## src/rtl/dpe_pkg.sv

```systemverilog
package dpe_pkg;
  typedef enum logic [1:0] {
    ST_IDLE  = 2'd0,
    ST_CLEAR = 2'd1,
    ST_FETCH = 2'd2,
    ST_DONE  = 2'd3
  } dpe_state_e;

  localparam int unsigned CTRL_W  = 32;
  localparam int unsigned RUN_BIT = 31;
endpackage

```

## src/rtl/dpe_rst_sync.sv

```systemverilog
module dpe_rst_sync #(
  parameter int unsigned STAGES = 2
) (
  input  logic clk,
  input  logic rst_n,
  output logic rst_n_sync
);
  logic [STAGES-1:0] sync_q;

  always_ff @(posedge clk or negedge rst_n) begin
    if (!rst_n) sync_q <= '0;
    else        sync_q <= {sync_q[STAGES-2:0], 1'b1};
  end

  assign rst_n_sync = sync_q[STAGES-1];
endmodule

```

## src/rtl/dpe_ctrl.sv

```systemverilog
module dpe_ctrl
  import dpe_pkg::*;
#(
  parameter int unsigned LANES = 8,
  parameter int unsigned CNT_W = 16,
  localparam int unsigned LB    = $clog2(LANES),
  localparam int unsigned ADDRW = CNT_W - LB,
  localparam int unsigned WORDW = CNT_W - LB + 1
) (
  input  logic             clk,
  input  logic             rst_n,
  input  logic             run_flag,
  input  logic [CNT_W-1:0] byte_cnt,
  output logic             rd_en,
  output logic [ADDRW-1:0] rd_addr,
  output logic             acc_clr,
  output logic             acc_en,
  output logic [LANES-1:0] lane_keep,
  output logic             done
);
  dpe_state_e       state_q, state_d;
  logic             run_q;
  logic [WORDW-1:0] nwords_q, nwords_d;
  logic [LB-1:0]    tail_q;
  logic [WORDW-1:0] ptr_q, ptr_d;
  logic             vld_q, last_q;
  logic [LANES-1:0] mask_q, mask_d;
  logic             rise, start, issue_last;
  logic [CNT_W:0]   round_up;

  assign rise  = run_flag & ~run_q;
  assign start = rise & ((state_q == ST_IDLE) | (state_q == ST_DONE));

  // word count = ceil(bytes / LANES)
  assign round_up = {1'b0, byte_cnt} + (CNT_W+1)'(LANES - 1);
  assign nwords_d = round_up[CNT_W:LB];

  always_comb begin
    state_d = state_q;
    unique case (state_q)
      ST_IDLE:  if (start) state_d = ST_CLEAR;
      ST_CLEAR: state_d = (nwords_q == '0) ? ST_DONE : ST_FETCH;
      ST_FETCH: if (vld_q && last_q) state_d = ST_DONE;
      ST_DONE:  if (start) state_d = ST_CLEAR;
      default:  state_d = ST_IDLE;
    endcase
  end

  assign rd_en      = ((state_q == ST_CLEAR) | (state_q == ST_FETCH)) & (ptr_q < nwords_q);
  assign rd_addr    = ptr_q[ADDRW-1:0];
  assign issue_last = (ptr_q == nwords_q - 1'b1);

  always_comb begin
    for (int k = 0; k < LANES; k++) begin
      mask_d[k] = !(issue_last && (tail_q != '0)) || (k < int'(tail_q));
    end
  end

  always_comb begin
    ptr_d = ptr_q;
    if (start)      ptr_d = '0;
    else if (rd_en) ptr_d = ptr_q + 1'b1;
  end

  always_ff @(posedge clk or negedge rst_n) begin
    if (!rst_n) begin
      state_q <= ST_IDLE;
      run_q   <= 1'b0;
      ptr_q   <= '0;
      vld_q   <= 1'b0;
      last_q  <= 1'b0;
    end else begin
      state_q <= state_d;
      run_q   <= run_flag;
      ptr_q   <= ptr_d;
      vld_q   <= rd_en;
      last_q  <= rd_en & issue_last;
    end
  end

  always_ff @(posedge clk or negedge rst_n) begin
    if (!rst_n) begin
      nwords_q <= '0;
      tail_q   <= '0;
    end else if (start) begin
      nwords_q <= nwords_d;
      tail_q   <= byte_cnt[LB-1:0];
    end
  end

  always_ff @(posedge clk or negedge rst_n) begin
    if (!rst_n)     mask_q <= '0;
    else if (rd_en) mask_q <= mask_d;
  end

  assign acc_clr   = (state_q == ST_CLEAR);
  assign acc_en    = vld_q;
  assign lane_keep = mask_q;
  assign done      = (state_q == ST_DONE);
endmodule

```

## src/rtl/dpe_mac_lane.sv

```systemverilog
module dpe_mac_lane #(
  parameter int unsigned OPW  = 8,
  parameter int unsigned ACCW = 32,
  localparam int unsigned PW  = 2 * OPW
) (
  input  logic            clk,
  input  logic            rst_n,
  input  logic            clr,
  input  logic            en,
  input  logic            keep,
  input  logic [OPW-1:0]  a,
  input  logic [OPW-1:0]  b,
  output logic [ACCW-1:0] acc
);
  logic signed [PW-1:0] prod;
  logic [ACCW-1:0]      prod_ext;
  logic [ACCW-1:0]      acc_q, acc_d;
  logic                 acc_we;

  assign prod     = $signed(a) * $signed(b);
  assign prod_ext = {{(ACCW-PW){prod[PW-1]}}, prod};
  assign acc_we   = clr | (en & keep);

  always_comb begin
    if (clr) acc_d = '0;
    else     acc_d = acc_q + prod_ext;
  end

  always_ff @(posedge clk or negedge rst_n) begin
    if (!rst_n)      acc_q <= '0;
    else if (acc_we) acc_q <= acc_d;
  end

  assign acc = acc_q;
endmodule

```

## src/rtl/dpe_engine.sv

```systemverilog
module dpe_engine
  import dpe_pkg::*;
#(
  parameter int unsigned LANES = 8,
  parameter int unsigned OPW   = 8,
  parameter int unsigned ACCW  = 32,
  parameter int unsigned CNT_W = 16,
  localparam int unsigned ADDRW = CNT_W - $clog2(LANES),
  localparam int unsigned DW    = LANES * OPW,
  localparam int unsigned RW    = LANES * ACCW
) (
  input  logic              clk,
  input  logic              rst_n,
  input  logic [31:0]       ctrl_word,
  output logic              mem_rd_en,
  output logic [ADDRW-1:0]  mem_rd_addr,
  input  logic [DW-1:0]     feat_rdata,
  input  logic [DW-1:0]     wt_rdata,
  output logic              done,
  output logic [RW-1:0]     results
);
  logic             rst_n_s;
  logic             acc_clr, acc_en;
  logic [LANES-1:0] lane_keep;
  logic             unused_ctrl_bits;

  assign unused_ctrl_bits = ^ctrl_word[RUN_BIT-1:CNT_W];

  dpe_rst_sync #(.STAGES(2)) u_rst (
    .clk        (clk),
    .rst_n      (rst_n),
    .rst_n_sync (rst_n_s)
  );

  dpe_ctrl #(.LANES(LANES), .CNT_W(CNT_W)) u_ctrl (
    .clk       (clk),
    .rst_n     (rst_n_s),
    .run_flag  (ctrl_word[RUN_BIT]),
    .byte_cnt  (ctrl_word[CNT_W-1:0]),
    .rd_en     (mem_rd_en),
    .rd_addr   (mem_rd_addr),
    .acc_clr   (acc_clr),
    .acc_en    (acc_en),
    .lane_keep (lane_keep),
    .done      (done)
  );

  for (genvar k = 0; k < LANES; k++) begin : g_lane
    dpe_mac_lane #(.OPW(OPW), .ACCW(ACCW)) u_lane (
      .clk   (clk),
      .rst_n (rst_n_s),
      .clr   (acc_clr),
      .en    (acc_en),
      .keep  (lane_keep[k]),
      .a     (feat_rdata[k*OPW +: OPW]),
      .b     (wt_rdata[k*OPW +: OPW]),
      .acc   (results[k*ACCW +: ACCW])
    );
  end
endmodule

```

## config.mk

```make
export PLATFORM = sky130hd
export DESIGN_NAME = dpe_engine
export DESIGN_NICKNAME = d
export VERILOG_FILES = /design/src/rtl/dpe_pkg.sv /design/src/rtl/dpe_rst_sync.sv /design/src/rtl/dpe_ctrl.sv /design/src/rtl/dpe_mac_lane.sv /design/src/rtl/dpe_engine.sv
export SDC_FILE = /design/constraint.sdc
export NUM_CORES = 2
export LEC_CHECK = 0
export ABC_AREA = 1
export BUFFER_PORTS_ARGS = -buffer_cell sky130_fd_sc_hd__buf_2
export CAP_MARGIN = 20
export CELL_PAD_IN_SITES_DETAIL_PLACEMENT = 1
export CELL_PAD_IN_SITES_GLOBAL_PLACEMENT = 1
export CORE_UTILIZATION = 40
export CTS_CLUSTER_DIAMETER = 40
export DETAILED_ROUTE_END_ITERATION = 7
export PLACE_DENSITY = 0.81
export SYNTH_ARGS = -nofsm -noshare
export SYNTH_HDL_FRONTEND = slang
export SYNTH_SLANG_ARGS = --single-unit
```

## constraint.sdc

```tcl
create_clock -name clk -period 19.1 [get_ports clk]
set_input_delay 2.865 -clock clk [delete_from_list [all_inputs] [get_ports clk]]
set_output_delay 2.865 -clock clk [all_outputs]
set_load 0.005 [all_outputs]
```

After elaboration in Yosys (flattened, before gate mapping)
Cells that the tools add are included.
- bitwise gates (word level): 23
- add/subtract/negate cells: 11
- $mul: 8
- equality and inequality tests: 6
- reductions and logical operators: 16
- muxes and demuxes: 14
- order comparisons: 8
- operators by type and width (operator ; number):
    $add A32 B32 Y32 ; 8
    $mux W32 ; 8
    $mul A8 B8 Y16 ; 8
    $mux W14 ; 2
    $add A16 B3 Y17 const B ; 1
    $add A14 B1 Y14 const B ; 1
    $eq A14 B14 Y1 ; 1
    $logic_not A14 Y1 ; 1
    $lt A14 B14 Y1 ; 1
    $sub A14 B1 Y14 const B ; 1
    $and A1 B1 Y1 ; 12
    $or A1 B1 Y1 ; 10
    $lt A3 B3 Y1 const A ; 3
    $logic_or A1 B1 Y1 ; 7
    $lt A1 B3 Y1 const A ; 2
    $lt A2 B3 Y1 const A ; 2
    $pmux W2 S3 ; 1
    $eq A2 B2 Y1 const B ; 2
    $mux W2 ; 2
    $ne A2 B1 Y1 const B ; 2
    $reduce_bool A3 Y1 ; 1
    $eq A2 B1 Y1 const B ; 1
    $logic_and A1 B1 Y1 ; 2
    $logic_not A2 Y1 ; 1
    6 further kinds ; 6
- input port bits: 162
- output and inout port bits: 271
- bits in registers: 302

Logic depth before layout (Yosys ltp)
- depth in word-level cells: 5
- depth in mapped cells: 36
- mapped depth without buffers: 35

By module
Synthesis repeated with hierarchy kept, for this count alone.
- cell total of the unflattened synthesis: 7787
- area, all modules: 51695.8 sq um
- modules (own cells, without submodules) (module ; area each (sq um) ; seq. area each (sq um) ; cells each ; instances):
    dpe_mac_lane (g_lane[0].u_lane ...) ; 6012.0 ; 800.8 ; 910 ; 3
    dpe_mac_lane (g_lane[5].u_lane ...) ; 5978.2 ; 800.8 ; 901 ; 2
    dpe_mac_lane (g_lane[4].u_lane) ; 6119.6 ; 800.8 ; 930 ; 1
    dpe_mac_lane (g_lane[3].u_lane) ; 6115.9 ; 800.8 ; 942 ; 1
    dpe_mac_lane (g_lane[7].u_lane) ; 6010.8 ; 800.8 ; 901 ; 1
    dpe_ctrl ; 3403.3 ; 1101.1 ; 479 ; 1
    dpe_rst_sync ; 53.8 ; 50.0 ; 3 ; 1

Least setup slack after synthesis
No wires, ideal clock.
- path kind: input-to-reg
- start: input wt_rdata[34]
- end: register g_lane[4].u_lane.acc_q[21]
- arrival time: 8.077 ns
- library setup time: 0.123 ns
- cell stages on the path: 27
- path slack: 10.900 ns
- path through: clkbuf_1 nand2_1 fa_1 inv_1 fa_1 inv_1 fa_1 inv_1 fa_1 ha_1 nand2_1 nor2_1 nand3_1 nand3_1 inv_1 nand3_1 nand2_1 ha_1 nand2_1 nor2_1 inv_1 nor3_1 nand4_1 nand3_1 a21oi_1 o21ai_0 nand2_1
- word-level cells in the longest chain between the ends: 3
- RTL lines (element ; RTL line ; text):
    start: declaration ; dpe_engine.sv:18 ; input logic [DW-1:0] wt_rdata,
    $mul A8 B8 Y16 ; dpe_mac_lane.sv:20 ; assign prod = $signed(a) * $signed(b);
    $add A32 B32 Y32 ; dpe_mac_lane.sv:26 ; else acc_d = acc_q + prod_ext;
    $mux W32 ; dpe_mac_lane.sv:25 ; if (clr) acc_d = '0;
    end signal: assignment ; dpe_mac_lane.sv:30 ; if (!rst_n) acc_q <= '0;
    end signal: assignment ; dpe_mac_lane.sv:31 ; else if (acc_we) acc_q <= acc_d;
    end: declaration ; dpe_mac_lane.sv:17 ; logic [ACCW-1:0] acc_q, acc_d;
No other way between the ends.
A chain may end at the register's enable or synchronous reset.

Worst setup path in the final report
Same ends and word-level chain as after synthesis.

==> summary.txt <==
Status
  • Run status: completed

Clock network
  • H-tree Lvls: 3
  • Clk slew on worst S/H paths: 0.04 ns
  • Postcts setup bufs: 0
  • CTS resizes: 0
  • Latest clock arrival within the worst-skew pair: 0.69 ns
  • Root buffer cell: clkbuf_16
  • CTS Buffer Depth: 3
  • CTS tree: built
  • CTS Buf Count: 84
  • # hold bufs at CTS: 0
  • Sink Count: 302

GRT
  • GR Overflow Total: 0
  • Total track usage: 26.3%
  • Initial antenna violation count: 23
  • Largest net degree at the start of global routing: 68
  • First-pass GRT wire length: 267000 um
  • Vias in the first global route: 52000

Hold path
  • HP Class: reg2async

Floorplanning
  • Core area: 122000 um2
  • Starting Density: 40.4%
  • Chip height: 353 um
  • Io pins: 433
  • Num rows: 128
  • Die Width: 353 um
  • DIE AREA: 125000 um2

Critical path
  • Reg2reg path depth: 3
  • Required @ worst endpoint: 19.63 ns
  • Data arrival, critical path: 9.20 ns
  • CP max FO: 18
  • Worst Setup Path Type: in2reg
  • Startpoint Class: input pin
  • Critical-path top delay cell: fa_1
  • Crit end category: flip-flop
  • Critical path's largest stage delay: 0.79 ns

Run
  • Max-Cap Viols: 0

Logic synthesis
  • Synth Area in Compound Gates: 12.4%
  • YS warnings: 0
  • Post-synthesis simple-gate area fraction: 24.7%
  • Seq cells post-synth: 302
  • Gate Count Post-Synth: 7319
  • Synthesized Nets: 8445
  • Register area share after synthesis: 15.3%
  • Ys async rst share: 100%
  • Post-synth cell types: 48
  • Mux share of post-synthesis cell area: 0%
  • Post-synthesis xor/xnor area fraction: 2.53%
  • Ys flop type: dfrtp_1
  • Cell area after synthesis: 49300 um2
  • Synth Area in Adders: 31.3%
  • Mean Syn Cell Area: 6.73 um2
  • Largest family of logic cells by synthesized area: adder cells
  • Post-synth EDFFs: 0

Detailed routing
  • # DRC: 0
  • Via count: 48000
  • Post-Route WL: 163000 um
  • Initial DRC count: 2189
  • Vias per cell: 5.13
  • Avg WL per Cell: 17.4 um
  • DR pass1 iterations: 6
  • Post-route ant nets: 0

Placed design
  • Routability cong.: 0.955
  • IO buf count: 417
  • Hpwl dp: 136000 um

STA
  • Worst Tran Pin Value: 0.987 ns
  • Final hold vios: 0
  • Final worst path period share: 45.4%
  • Fin. max-slew vios: 0
  • Max frequency: 115 MHz
  • RSZ-0062 raised after global routing: false
  • Final min period: 8.67 ns
  • Skew final: 0.0540 ns
  • Relative slew slack: 34.1%
  • # setup viols final: 0
  • Final TNS setup: 0 ns

Finish
  • Layout cells sized above 1: 8.69%
  • Net count, final: 8786
  • Area grow syn2layout: 13.3%
  • Fin util: 45.8%
  • Fillers: 16100
cell families (layout without fill, tap and decap cells):
family,Yosys count,in the layout
simple gates,2988,2988
buf+inv,1800,2211
compound gates,1123,1123
fa+ha+maj,964,964
flops,302,302
xor+xnor,141,141
other cells,1,10
registers in the layout, indices dropped and copies added, names as in the netlist:
signal             flops
u_ctrl.lane_keep       8
u_ctrl.run_q           1
u_ctrl.nwords_q       14
g_lane.u_lane.acc    256
u_rst.sync_q           2
u_ctrl.acc_en          1
u_ctrl.last_q          1
u_ctrl.tail_q          3
u_ctrl.ptr_q          14
u_ctrl.state_q         2
cells in the mapped netlist (37+ instances only):
library cell	instances	area, um2
fa_1	448	8970
dfrtp_1	302	7560
ha_1	516	6460
nand2_1	1935	7260
nand4_1	55	344
xor2_1	87	762
clkbuf_1	166	623
a21oi_1	496	2480
nor3_1	46	230
inv_1	1613	6050
o21ai_0	385	1930
nor2_1	525	1970
xnor2_1	53	464
nand3_1	323	1620
o21ai_1	80	400
or2_2	37	231
stage by stage:
stage / hold slack (ns) / setup slack [ns] / cells / cell area (um2)
2_1_floorplan: 0.331 / 10.06 / 7319 / 49300
3_3_place_gp: 0.177 / 9.92 / 9199 / 52900
3_5_place_dp: 0.176 / 9.78 / 9199 / 52900
4_1_cts: 0.176 / 10.47 / 9355 / 55800
5_1_grt: 0.181 / 9.95 / 9361 / 55800
6_report: 0.162 / 10.43 / 9364 / 55800
worst max-delay path, delay by kind of cell:
kind / cells / cell delay, ns
buffers and inverters: 5 / 0.54
adders and majority gates: 6 / 3.18
and+or+nand+nor: 10 / 2.04
AOI/OAI and AO/OA: 4 / 0.57
per-layer routing:
layer / global-route usage (%) / part of all wire, % / vias to the layer above
met2: 46.3 / 49 / 818
met5: 0 / 0.037 / -
li1: - / - / 23400
met4: 8.02 / 3.1 / 8
met1: 32.0 / 43 / 23600
met3: 5.37 / 5.3 / 270
final timing paths:
path | start | end | slack (ns)
worst max-delay path | wt_rdata[34] | g_lane[4].u_lane.acc[21] | 10.43
worst min-delay path | u_rst.sync_q[1] | u_ctrl.nwords_q[1] | 0.16
min in group clk | u_rst.sync_q[0] | u_rst.sync_q[1] | 0.35
worst max register to register | u_rst.sync_q[1] | g_lane[4].u_lane.acc[8] | 16.12
worst min register to register | u_rst.sync_q[1] | u_ctrl.nwords_q[1] | 0.16
max in group asynchronous | u_rst.sync_q[1] | g_lane[4].u_lane.acc[8] | 16.12
placed cells by master (no fill, tap or decap), drive strengths merged, types with 14 or more instances in the layout:
master	instances
inv	1617
nor4	15
nor3	48
a21oi	496
clkbuf	111
a21boi	24
o21bai	24
a21o	25
xor2	87
clkinv	30
dfrtp	302
a32o	23
nand4	55
nand3b	14
nand2	1942
o21ai	467
nor2	546
ha	516
xnor2	53
nand3	328
fa	448
buf	439
or2	39
area by class of cell:
class                   instances  area (um2)  share of cell area (%)
diodes                          9        22.5                  0.0403
clock buffers                 111        2370                    4.25
clock inverters                45         591                    1.06
inverters                    1616        6070                    10.9
multi-input cells            5217       34900                    62.6
flip-flops and latches        302        7560                    13.5
well taps                    1625        2030                    3.64
repair buffers                439        2250                    4.03
Power is left out: the tool's default activity adds up to more than one toggle a clock period on the data nets, which glitch-free logic cannot reach.
